`src/rtl/line_fill_pkg.sv`:
```
package line_fill_pkg;
  typedef enum logic [1:0] {
    ST_IDLE = 2'd0,
    ST_ADDR = 2'd1,
    ST_FILL = 2'd2
  } fill_state_e;
endpackage

```
`src/rtl/fill_bank_seq.sv`:
```
module fill_bank_seq #(
  parameter int AW      = 16,
  parameter int DW      = 32,
  parameter int NB      = 4,
  parameter int LAT     = 5,
  parameter int FETCHES = 4,
  parameter int IDX     = 0
) (
  input  logic          clk,
  input  logic          rst_n,
  input  logic          start,
  input  logic [AW-1:0] base,
  input  logic          grant,
  input  logic [DW-1:0] rdata,
  output logic [AW-1:0] addr,
  output logic [DW-1:0] hold,
  output logic          hold_vld
);
  localparam int LW = (LAT > 1) ? $clog2(LAT) : 1;
  localparam int FW = $clog2(FETCHES) + 1;

  logic [AW-1:0] addr_q, addr_n;
  logic [LW-1:0] lat_q, lat_n;
  logic [FW-1:0] left_q, left_n;
  logic          busy_q, busy_n;
  logic [DW-1:0] hold_q;
  logic          hv_q, hv_n;
  logic          capture;

  assign capture = busy_q && (lat_q == LW'(LAT - 1));

  always_comb begin
    addr_n = addr_q;
    lat_n  = lat_q;
    left_n = left_q;
    busy_n = busy_q;
    hv_n   = hv_q;
    if (grant) hv_n = 1'b0;
    if (start) begin
      addr_n = base + AW'(IDX);
      lat_n  = '0;
      left_n = FW'(FETCHES - 1);
      busy_n = 1'b1;
    end else if (busy_q) begin
      if (capture) begin
        hv_n = 1'b1;
        if (left_q != '0) begin
          addr_n = addr_q + AW'(NB);
          lat_n  = '0;
          left_n = left_q - 1'b1;
        end else begin
          busy_n = 1'b0;
        end
      end else begin
        lat_n = lat_q + 1'b1;
      end
    end
  end

  always_ff @(posedge clk or negedge rst_n) begin
    if (!rst_n) begin
      addr_q <= '0;
      lat_q  <= '0;
      left_q <= '0;
      busy_q <= 1'b0;
      hv_q   <= 1'b0;
    end else begin
      addr_q <= addr_n;
      lat_q  <= lat_n;
      left_q <= left_n;
      busy_q <= busy_n;
      hv_q   <= hv_n;
    end
  end

  always_ff @(posedge clk or negedge rst_n) begin
    if (!rst_n)       hold_q <= '0;
    else if (capture) hold_q <= rdata;
  end

  assign addr     = addr_q;
  assign hold     = hold_q;
  assign hold_vld = hv_q;

  // address held for the whole access
  p_addr_stable_r3: assert property (@(posedge clk) disable iff (!rst_n)
    (busy_q && lat_q != '0) |-> (addr_q == $past(addr_q)));

  // a captured word may not overwrite one still waiting for the bus
  p_hold_free_r4: assert property (@(posedge clk) disable iff (!rst_n)
    capture |-> (!hv_q || grant));
endmodule

```
`src/rtl/fill_bus_arb.sv`:
```
module fill_bus_arb #(
  parameter int DW  = 32,
  parameter int NB  = 4,
  parameter int WPB = 16
) (
  input  logic             clk,
  input  logic             rst_n,
  input  logic             clr,
  input  logic             active,
  input  logic [NB-1:0]    hv,
  input  logic [NB*DW-1:0] hold,
  output logic [NB-1:0]    grant,
  output logic             wr_en,
  output logic [$clog2(WPB)-1:0] wr_idx,
  output logic [DW-1:0]    wr_data,
  output logic             last
);
  localparam int WIW = $clog2(WPB);
  localparam int BIW = $clog2(NB);

  logic [WIW-1:0] widx_q, widx_n;
  logic [BIW-1:0] sel;

  assign sel = widx_q[BIW-1:0];

  always_comb begin
    grant = '0;
    if (active && hv[sel]) grant[sel] = 1'b1;
  end

  assign wr_en   = |grant;
  assign wr_idx  = widx_q;
  assign wr_data = hold[sel*DW +: DW];
  assign last    = wr_en && (widx_q == WIW'(WPB - 1));

  always_comb begin
    widx_n = widx_q;
    if (clr)        widx_n = '0;
    else if (wr_en) widx_n = widx_q + 1'b1;
  end

  always_ff @(posedge clk or negedge rst_n) begin
    if (!rst_n) widx_q <= '0;
    else        widx_q <= widx_n;
  end

  // the shared bus carries at most one word per cycle
  p_one_grant_r5: assert property (@(posedge clk) disable iff (!rst_n)
    $onehot0(grant));
endmodule

```
`src/rtl/line_fill_ctrl.sv`:
```
module line_fill_ctrl
  import line_fill_pkg::*;
#(
  parameter int AW  = 16,
  parameter int DW  = 32,
  parameter int NB  = 4,
  parameter int WPB = 16,
  parameter int LAT = 5
) (
  input  logic             clk,
  input  logic             rst_n,
  input  logic             miss_req,
  input  logic [AW-1:0]    miss_addr,
  output logic             miss_ready,
  output logic             stall,
  output logic             addr_phase,
  output logic [NB*AW-1:0] bank_addr,
  input  logic [NB*DW-1:0] bank_rdata,
  output logic             cwr_en,
  output logic [$clog2(WPB)-1:0] cwr_idx,
  output logic [DW-1:0]    cwr_data,
  output logic             fill_done,
  output logic [$clog2(1 + NB + LAT*(WPB/NB))+1-1:0] fill_cycles
);
  localparam int FETCHES = WPB / NB;
  localparam int OFFW    = $clog2(WPB);
  localparam int MAXCYC  = 1 + NB + LAT * FETCHES;
  localparam int CW      = $clog2(MAXCYC) + 1;

  logic srst_a, srst_n;
  always_ff @(posedge clk or negedge rst_n) begin
    if (!rst_n) begin
      srst_a <= 1'b0;
      srst_n <= 1'b0;
    end else begin
      srst_a <= 1'b1;
      srst_n <= srst_a;
    end
  end

  fill_state_e   state_q, state_n;
  logic [CW-1:0] cyc_q, cyc_n;
  logic [AW-1:0] base_q;
  logic          accept, last;
  logic [CW-1:0] cycles_q;
  logic          done_q;
  logic [NB-1:0] start, grant, hv;
  logic [NB*DW-1:0] hold;

  assign miss_ready = (state_q == ST_IDLE);
  assign accept     = miss_req && miss_ready;
  assign stall      = (state_q != ST_IDLE);
  assign addr_phase = (state_q == ST_ADDR);

  always_comb begin
    state_n = state_q;
    cyc_n   = cyc_q;
    unique case (state_q)
      ST_IDLE: if (accept) begin
        state_n = ST_ADDR;
        cyc_n   = CW'(1);
      end
      ST_ADDR: begin
        state_n = ST_FILL;
        cyc_n   = cyc_q + 1'b1;
      end
      default: begin
        cyc_n = cyc_q + 1'b1;
        if (last) state_n = ST_IDLE;
      end
    endcase
  end

  always_ff @(posedge clk or negedge srst_n) begin
    if (!srst_n) begin
      state_q <= ST_IDLE;
      cyc_q   <= '0;
    end else begin
      state_q <= state_n;
      cyc_q   <= cyc_n;
    end
  end

  always_ff @(posedge clk or negedge srst_n) begin
    if (!srst_n)     base_q <= '0;
    else if (accept) base_q <= {miss_addr[AW-1:OFFW], {OFFW{1'b0}}};
  end

  always_ff @(posedge clk or negedge srst_n) begin
    if (!srst_n) begin
      done_q   <= 1'b0;
      cycles_q <= '0;
    end else begin
      done_q <= last;
      if (last) cycles_q <= cyc_q;
    end
  end

  for (genvar k = 0; k < NB; k++) begin : g_bank
    assign start[k] = (state_q != ST_IDLE) && (cyc_q == CW'(k + 1));
    fill_bank_seq #(
      .AW(AW), .DW(DW), .NB(NB), .LAT(LAT), .FETCHES(FETCHES), .IDX(k)
    ) u_bank (
      .clk      (clk),
      .rst_n    (srst_n),
      .start    (start[k]),
      .base     (base_q),
      .grant    (grant[k]),
      .rdata    (bank_rdata[k*DW +: DW]),
      .addr     (bank_addr[k*AW +: AW]),
      .hold     (hold[k*DW +: DW]),
      .hold_vld (hv[k])
    );
  end

  fill_bus_arb #(.DW(DW), .NB(NB), .WPB(WPB)) u_arb (
    .clk     (clk),
    .rst_n   (srst_n),
    .clr     (accept),
    .active  (state_q == ST_FILL),
    .hv      (hv),
    .hold    (hold),
    .grant   (grant),
    .wr_en   (cwr_en),
    .wr_idx  (cwr_idx),
    .wr_data (cwr_data),
    .last    (last)
  );

  assign fill_done   = done_q;
  assign fill_cycles = cycles_q;

  // the address cycle lasts exactly one cycle and carries no data
  p_addr_once_r2: assert property (@(posedge clk) disable iff (!srst_n)
    addr_phase |=> !addr_phase);
  p_addr_nowrite_r2: assert property (@(posedge clk) disable iff (!srst_n)
    addr_phase |-> !cwr_en);
  // every cache write happens while the CPU is stalled
  p_write_stalled_r6: assert property (@(posedge clk) disable iff (!srst_n)
    cwr_en |-> stall);
  // completion follows the final word and comes with the idle state
  p_done_after_last_r7: assert property (@(posedge clk) disable iff (!srst_n)
    fill_done |-> (miss_ready && $past(cwr_en)));
  // no request is taken while a fill runs
  p_holdoff_r9: assert property (@(posedge clk) disable iff (!srst_n)
    stall |-> !miss_ready);
endmodule

```
`config.mk`:
```
export PLATFORM = sky130hd
export DESIGN_NAME = line_fill_ctrl
export DESIGN_NICKNAME = d
export VERILOG_FILES = /design/src/rtl/line_fill_pkg.sv /design/src/rtl/fill_bank_seq.sv /design/src/rtl/fill_bus_arb.sv /design/src/rtl/line_fill_ctrl.sv
export SDC_FILE = /design/constraint.sdc
export NUM_CORES = 1
export LEC_CHECK = 0
export BUFFER_PORTS_ARGS = -buffer_cell sky130_fd_sc_hd__buf_2
export CORE_UTILIZATION = 50
export CTS_CLUSTER_SIZE = 10
export DETAILED_ROUTE_END_ITERATION = 8
export PLACE_DENSITY = 0.81
export SYNTH_ARGS = -nofsm -noshare
export SYNTH_HDL_FRONTEND = slang
export SYNTH_SLANG_ARGS = --single-unit
```
`constraint.sdc`:
```
create_clock -name clk -period 9.96 [get_ports clk]
set_input_delay 0.498 -clock clk [delete_from_list [all_inputs] [get_ports clk]]
set_output_delay 0.498 -clock clk [all_outputs]
set_load 0.01 [all_outputs]
```
==> flow_summary.toml, run 1 <==
[outcome]
status = "complete, no violations"

[global_routing]
grt_max_degree = 83
antenna_found_initial = 5
busiest_layer = "met2"
gr-total-overflow = 0
grt.met1_usage = 0.3021
track_usage = 0.2442
grt_pass1_vias = 8928
grt_use_met2 = 0.4075
use_met3 = 0.06009
grt_pass1_wl_um = 46720

[drt]
drt_iter0_drc = 515
antenna_left = 0
wl_per_cell_um = 18.73
vias = 8834
finalWirelength_um = 29370
via_per_inst = 5.634
first_pass_iters = 6
route.detailed.drc = 0

[clocking]
post_cts_buffers = 0
postCtsHoldBufs = 1
post_cts_resized = 0
htreeDepth = 1
root_buffer = "clkbuf_16"
numCtsBuffers = 29
cts_num_sinks = 252
clock_path_buffers = 3
clk_latency_ns = 0.54
cts_tree = "built"
clkTransAtPathRegs_ns = 0.06

[die]
core-area_um2 = 23400
die_h_um = 156.4
dieArea_um2 = 24450
die_w_um = 156.4
ios = 258
rows = 56
initial_core_util = 0.5091

[synthesis]
synth_xor_xnor_area_share = 0.02940
synth_top_family_by_area = "multiplexers"
synth_edf_count = 0
synth_mux_area_frac = 0.1922
ys_top_cells_by_area = "dfrtp_1, mux2_2, mux4_2, nand2_1, ha_1"
synth_top_area_share = 0.5292
yosysTopAreaCell = "dfrtp_1"
synth.most_common_cell = "dfrtp_1"
netlist_instances = 1003
synth_compound_gate_area_share = 0.05628
syn_avg_cell_area_um2 = 11.88
ys_seq_area_frac = 0.5292
synthFlopType = "dfrtp_1"
synthDistinctLibCells = 56
synth_warnings = 0
synthSimpleGateAreaFrac = 0.1298
ys_ff_latch = 252
ys_async_sr_fraction = 1.000
ys_top_cells_by_count = "dfrtp_1, nand2_1, mux2_2"
synth_fa_ha_area_frac = 0.02940
synthesis.area_um2 = 11920

[worst_setup_path]
worstPathMaxFanout = 40
critical_path_arrival_ns = 2.90
start_kind = "register"
path_class = "reg -> out"
cp-end-kind = "output pin"
crit_path_top_delay_cell = "dfrtp_2"
max_stage_delay_ns = 1.06
critical_path.cell_chain = "inv_1 -> ha_1 -> nor4_1 -> nor2_1 -> buf_2"
crit_required_ns = 9.46

[final_layout]
nNetsFinal = 1411
fin_util = 0.6053
layout-drive-gt1-share = 0.3741
fill_cells = 1884
regArea_um2 = 6312
areaGrowthSynthToFinish_pct = 18.88
multi_input_area_um2 = 5246

[timing]
finalMaxSlewViolations = 0
grt_setup_unrepaired = "no"
worstMarginPinSlew_ns = 1.063
fmax_ghz = 0.2939
setup-violations-final = 0
period_needed_ns = 3.402
finalHoldViolCount = 0
setup-tns-final_ns = 0
period_share = 0.3416
fin_skew_ns = 0.01091
maxSlewHeadroom = 0.2916

[hold_path]
hold_class = "in -> reg"

[place]
dp_hpwl_um = 20120
io_buffers = 249
routabilityCongestion = 0.8663

[power]
powerDensity_nw_per_um2 = 332.1
leakagePower_nw = 6.383
peakVddDrop_v = 0.0002145

[run]
drv_cap = 0
## logic make-up (layout without fill, tap and decap cells)
logic type                 Yosys count  in the layout
and+or+nand+nor                    311            311
buffers and inverters               90            327
muxes                              172            172
adders and majority gates           28             28
xor gates and xnor gates            40             40
other                                2             11
AOI/OAI and AO/OA                  108            108
DFF                                252            252
## worst paths after layout
path	from	end	slack [ns]	depth (start not counted)
worst max-delay path	u_arb.wr_idx[1]$_DFFE_PN0P_	cwr_en	6.56	5
worst min-delay path	miss_addr[5]	base_q[5]$_DFFE_PN0P_	0.16	3
worst max register to register	g_bank[1].u_bank.left_q[0]$_DFFE_PN0P_	g_bank[1].u_bank.addr[14]$_DFFE_PN0P_	7.33	7
worst min register to register	srst_n$_DFF_PN0_	g_bank[3].u_bank.hold[25]$_DFFE_PN0P_	0.34	0
max in group asynchronous	srst_n$_DFF_PN0_	g_bank[3].u_bank.addr[8]$_DFFE_PN0P_	7.59	2
min in group asynchronous	rst_n	srst_n$_DFF_PN0_	0.27	2
## layer usage
metal	part of all wire	routed length, µm
met1	0.40	11820
met2	0.49	14250
met4	0.039	1141
met3	0.073	2149
met5	0	0
## placed cells by master (no fill, tap or decap), types with 26 or more instances in the layout
cell	n
dfrtp_1	249
buf_2	249
nand2_1	145
mux2_2	134
o21ai_0	45
nand3_1	44
inv_1	34
mux4_2	32
clkbuf_16	29
ha_1	28
nor2_1	26
## critical path, delay by kind of cell (launching register included)
kind,cells,cell delay [ns]
adders and majority gates,1,0.27
and+or+nand+nor,2,0.69
buffers and inverters,2,0.34
DFF,1,1.06
## power by group
group,leakage (nW),switching [W],internal [W]
Combinational,3.02,0.000862,0.000944
Clock,0.377,0.000392,0.000527
Sequential,2.99,0.000460,0.00152
## final cells by class
type	count	share of cell area
clock inverters	1	0.0006183
multi-input cells	664	0.3704
well taps	319	0.02818
repair buffers	254	0.09080
clock buffers	37	0.05406
inverters	35	0.009275
flip-flops and latches	252	0.4456
diodes	6	0.001060
## registers in the layout, indices dropped and copies added (netlist names), 2 cells and up
signal,count
g_bank.u_bank.hold,128
g_bank.u_bank.addr,59
base_q,12
g_bank.u_bank.lat_q,12
g_bank.u_bank.left_q,12
cyc_q,6
fill_cycles,6
g_bank.u_bank.busy_q,4
g_bank.u_bank.hold_vld,4
u_arb.wr_idx,4
state_q,2
## metrics by stage
stage | instances | hold slack [ns] | power, W | instance area, µm² | setup slack [ns]
2_1_floorplan | 1006 | 0.2024 | 0.003155 | 11930 | 2.417
3_3_place_gp | 1523 | 0.2847 | 0.003692 | 13370 | 7.199
4_1_cts | 1562 | 0.1418 | 0.004735 | 14150 | 6.566
3_5_place_dp | 1523 | 0.2858 | 0.003794 | 13370 | 7.149
6_report | 1568 | 0.1594 | 0.004705 | 14160 | 6.558
5_1_grt | 1567 | 0.1635 | 0.005008 | 14160 | 6.420
Note: power is estimated with default switching activity, not from simulation.
==> run 2, diff against run 1 <==
==> constraint.sdc (replaced) <==
create_clock -name clk -period 3.39 [get_ports clk]
set_input_delay 0.1695 -clock clk [delete_from_list [all_inputs] [get_ports clk]]
set_output_delay 0.1695 -clock clk [all_outputs]
set_load 0.01 [all_outputs]
==> run 2 against run 1 <==
  * Via count up 11%
  * Clock skew up 0.0050 ns
  * Sequential cell count unchanged
  * Final area up 11%
  * Cell count up 9.3%
  * Register-to-register slack worse by 6.3 ns
  * Non-clock buffer count up 153
  * Global-route usage up 5.5 points
  * Utilization up 6.5 points
==> flow_summary.toml, run 2 (synthesis results as in run 1) <==
[place]
routabilityCongestion = 0.8535
place_ws_ns = 1.074
dp_hpwl_um = 20910
io_buffers = 249
dp_cells = 1534

[clocking]
cts_tree = "built"
clk_latency_ns = 0.54
clock_path_buffers = 3
post_cts_buffers = 0
root_buffer = "clkbuf_16"
clkTransAtPathRegs_ns = 0.06
htreeDepth = 1
cts_num_sinks = 252
post_cts_resized = 0
numCtsBuffers = 29
postCtsHoldBufs = 143

[timing]
finalHoldViolCount = 0
finalMaxSlewViolations = 0
setup_ws_ns = 0.6865
fmax_ghz = 0.3699
setup-violations-final = 0
setup-tns-final_ns = 0
fin_skew_ns = 0.01596
worstMarginPinSlew_ns = 0.9848
maxSlewHeadroom = 0.3435
period_needed_ns = 2.704
grt_setup_unrepaired = "no"
period_share = 0.7975

[worst_setup_path]
cp-end-kind = "output pin"
reg2reg_slack_ns = 1.05
start_kind = "register"
path_class = "reg -> out"
reg2regPathDepth = 7
critical_path_arrival_ns = 2.53
worstPathMaxFanout = 21
crit_required_ns = 3.22

[power]
p_seq_frac = 0.411
leakagePower_nw = 7.037
p_clk_frac = 0.188
swShare = 0.3774
netSwitchingPower_w = 0.005412
combPwrFrac = 0.400
powerDensity_nw_per_um2 = 914.6
p_int_w = 0.008926
peakVddDrop_v = 0.0005924

[drt]
met1_length_um = 13060
drt_iter0_drc = 573
route.detailed.drc = 0
highest_layer = "met4"
vias = 9777
antenna_left = 0
wl_met3_um = 2112
first_pass_iters = 7
met2_wirelength_um = 18250
finalWirelength_um = 35400
via_per_inst = 5.704
wl_per_cell_um = 20.66

[die]
die_w_um = 156.4
core-area_um2 = 23400
dieArea_um2 = 24450
ios = 258
initial_core_util = 0.5091
rows = 56
die_h_um = 156.4

[final_layout]
largest_reg_flops = 128
fin_cells = 1714
layout_common_cells = "dfrtp_1, buf_2, nand2_1"
areaGrowthSynthToFinish_pct = 31.58
nNetsFinal = 1564
layout-drive-gt1-share = 0.3427
fin_util = 0.6699
fill_cells = 1666

[run]
drv_cap = 0

[global_routing]
grt_pass1_wl_um = 56030
grt_pass1_vias = 10430
grt_max_degree = 59
track_usage = 0.2996
gr-total-overflow = 0
antenna_found_initial = 3

[outcome]
status = "complete, no violations"

[hold_path]
hold_class = "reg -> async"
[run 2: layout make-up]
class                           count  area [µm²]  share of cell area
Inverter                           35       131.4            0.008380
Multi-Input combinational cell    664        5246              0.3346
Tap cell                          319       399.1             0.02546
Clock buffer                       33       760.7             0.04852
Timing Repair Buffer              407        2815              0.1796
Sequential cell                   252        6312              0.4026
Clock inverter                      1       5.005           0.0003192
Antenna cell                        3       7.507           0.0004789
[run 2: path summary, 6_finish.rpt]
kind                                                        start                                endpoint
max in group asynchronous                        srst_n$_DFF_PN0_             u_arb.wr_idx[1]$_DFFE_PN0P_
hold reg to reg                                  srst_n$_DFF_PN0_  g_bank[1].u_bank.left_q[1]$_DFFE_PN0P_
min in group clk                                 srst_a$_DFF_PN0_                        srst_n$_DFF_PN0_
setup reg to reg           g_bank[2].u_bank.left_q[0]$_DFFE_PN0P_   g_bank[2].u_bank.addr[15]$_DFFE_PN0P_
setup / recovery                      u_arb.wr_idx[1]$_DFFE_PN0P_                                  cwr_en
hold / removal                                   srst_n$_DFF_PN0_  g_bank[1].u_bank.left_q[1]$_DFFE_PN0P_
[run 2: power groups by stage]
| stage | Sequential [W] | Clock [W] | Combinational (W) |
|---|---|---|---|
| global placement | 0.00568 | 0 | 0.00522 |
| finish | 0.00590 | 0.00270 | 0.00574 |
| global route | 0.00605 | 0.00284 | 0.00626 |
| floorplan | 0.00546 | 0 | 0.00380 |
| CTS | 0.00575 | 0.00272 | 0.00561 |
| detailed placement | 0.00578 | 0 | 0.00543 |
[run 2: metal layers]
| metal | up-vias | track usage |
|---|---|---|
| li1 | 4342 | - |
| met1 | 4826 | 0.3406 |
| met2 | 460 | 0.5295 |
| met3 | 149 | 0.05483 |
| met4 | 0 | 0.1713 |
| met5 | - | 0 |
[run 2: stage by stage]
step	power [W]	cell area [µm²]	hold slack, ns
after floorplan	0.009263	11930	-0.1261
after global placement	0.01091	13470	-0.03715
after detailed placement	0.01121	13470	-0.03624
after CTS	0.01409	15670	0.3483
after global routing	0.01515	15680	0.3616
final	0.01434	15680	0.3358
[run 2: critical path, stage by stage (launching register included)]
cell,delay [ns]
dfrtp_2,0.61
buf_4,0.35
ha_1,0.25
nor4_1,0.45
nor2_1,0.16
buf_2,0.18
==> run 3, diff against run 2 <==
==> constraint.sdc (replaced) <==
create_clock -name clk -period 2.7 [get_ports clk]
set_input_delay 0.135 -clock clk [delete_from_list [all_inputs] [get_ports clk]]
set_output_delay 0.135 -clock clk [all_outputs]
set_load 0.01 [all_outputs]
==> run 3 against run 2 <==
  * Critical path depth is 1 higher
  * Via count is 1.2% higher
  * Final area is 0.82% higher
  * Utilization is 0.55 points higher
  * Clock power is 27% higher
  * Setup slack worse by 0.45 ns
  * Sequential cell count stayed put
  * First-iteration DRC count is 38% higher
  * Routed wire length is 0.93% higher
  * Die area stayed put
  * Power is 26% higher
  * Critical endpoint unchanged
==> flow_summary.toml, run 3 (synthesis results as in run 1) <==
[timing]
setup-violations-final = 0
setup-tns-final_ns = 0
fmax_ghz = 0.4058
grt_setup_unrepaired = "no"
fin_skew_ns = 0.01672
worstMarginPinSlew_ns = 0.8422
maxSlewHeadroom = 0.4386
finalHoldViolCount = 0
period_needed_ns = 2.464
period_share = 0.9128
finalMaxSlewViolations = 0

[place]
dp_hpwl_um = 21550
io_buffers = 249
dp_cells = 1545
routabilityCongestion = 0.9050

[worst_setup_path]
worstPathMaxFanout = 23
crit_required_ns = 2.57
path_class = "reg -> out"
critical_path_arrival_ns = 2.33
start_kind = "register"
r2r_start = "g_bank[2].u_bank.left_q[0]$_DFFE_PN0P_"
cp-end-kind = "output pin"
critPathLaunch = "u_arb.wr_idx[1]$_DFFE_PN0P_"

[die]
rows = 56
ios = 258
core-area_um2 = 23400
die_h_um = 156.4
initial_core_util = 0.5091
die_w_um = 156.4
dieArea_um2 = 24450

[run]
drv_cap = 0

[final_layout]
areaGrowthSynthToFinish_pct = 32.66
layout-drive-gt1-share = 0.3473
nNetsFinal = 1575
largest_reg_flops = 128
regArea_um2 = 6312
fin_cells = 1729
layout_common_cells = "dfrtp_1, buf_2, nand2_1"
fill_cells = 1671
multi_input_area_um2 = 5253

[clocking]
clock_path_buffers = 3
cts_tree = "built"
clk_latency_ns = 0.54
root_buffer = "clkbuf_16"
htreeDepth = 1
cts_num_sinks = 252
clkTransAtPathRegs_ns = 0.06
post_cts_buffers = 0
numCtsBuffers = 29

[power]
power.total_w = 0.01809
peakVddDrop_v = 0.0008333
powerDensity_nw_per_um2 = 1145
leakagePower_nw = 7.108

[global_routing]
grt_pass1_wl_um = 56680
grt_max_degree = 61
track_usage = 0.3025
antenna_found_initial = 5
gr-total-overflow = 0
grt_pass1_vias = 10530

[drt]
drt_iter0_drc = 790
route.detailed.drc = 0
first_pass_iters = 7
wl_per_cell_um = 20.67
via_per_inst = 5.721
antenna_left = 0
vias = 9891
finalWirelength_um = 35730

[hold_path]
hold_class = "reg -> async"

[outcome]
status = "complete, no violations"
==> run 3: changes by cell type in the layout (fill, tap and decap cells not counted) <==
cell      before  now
clkbuf_8       2    1
nor4_2         0    1
buf_4         13   21
diode_2        3    5
buf_12         2    5
clkbuf_1       2    5
nor4_1        12   11
==> run 3: timing repair <==
action | 4_1_cts | 5_1_grt
resized for setup | 0 | 1
hold buffers | 143 | 0
hold endpoints to repair | 143 | 0
setup endpoints to repair | 0 | 1
==> run 3: where the power goes <==
group / total, W / leakage (nW) / internal [W] / switching [W]
Sequential: 0.00734 / 2.99 / 0.00561 / 0.00173
Combinational: 0.00734 / 3.75 / 0.00371 / 0.00363
Clock: 0.00342 / 0.374 / 0.00193 / 0.00149
Total: 0.0181 / 7.11 / 0.0113 / 0.00684
==> run 3: final cells by class <==
class,count,area share
repair buffers,418,0.1857
well taps,319,0.02525
multi-input cells,664,0.3323
diodes,5,0.0007916
clock buffers,35,0.04797
flip-flops and latches,252,0.3994
clock inverters,1,0.0003166
inverters,35,0.008312
==> run 3: worst max-delay path, stage by stage (launching register included) <==
cell,delay (ns)
dfrtp_2,0.37
buf_4,0.35
inv_1,0.12
ha_1,0.23
nor4_2,0.40
nor2_1,0.13
buf_2,0.16
==> run 3: metal layers <==
metal  GRT usage  vias up  share of wire
met5           0        -              0
met4      0.1839        0          0.054
met3     0.04569      140          0.060
met2      0.5147      479           0.50
met1      0.3636     4911           0.39
li1            -     4361              -
==> run 3: through the flow <==
stage / hold WS [ns] / utilization / setup slack [ns] / cell area (µm²)
2_1_floorplan: -0.1606 / - / 0.1678 / 11930
4_1_cts: 0.2999 / 0.6746 / 0.06503 / 15790
3_3_place_gp: -0.07762 / 0.5808 / 0.4160 / 13590
3_5_place_dp: -0.07843 / 0.5808 / 0.3488 / 13590
6_report: 0.2853 / 0.6754 / 0.2356 / 15810
5_1_grt: 0.3278 / 0.6754 / 0.05206 / 15810
==> run 3: path summary, 6_finish.rpt <==
kind / slack [ns] / depth (start not counted) / to
worst max-delay path: 0.24 / 6 / cwr_en
worst min-delay path: 0.29 / 0 / g_bank[1].u_bank.hold[30]$_DFFE_PN0P_
worst max register to register: 0.33 / 7 / g_bank[2].u_bank.addr[15]$_DFFE_PN0P_
worst min register to register: 0.29 / 0 / g_bank[1].u_bank.hold[30]$_DFFE_PN0P_
max in group asynchronous: 1.50 / 1 / g_bank[2].u_bank.addr[3]$_DFFE_PN0P_
min in group clk: 0.34 / 4 / base_q[15]$_DFFE_PN0P_
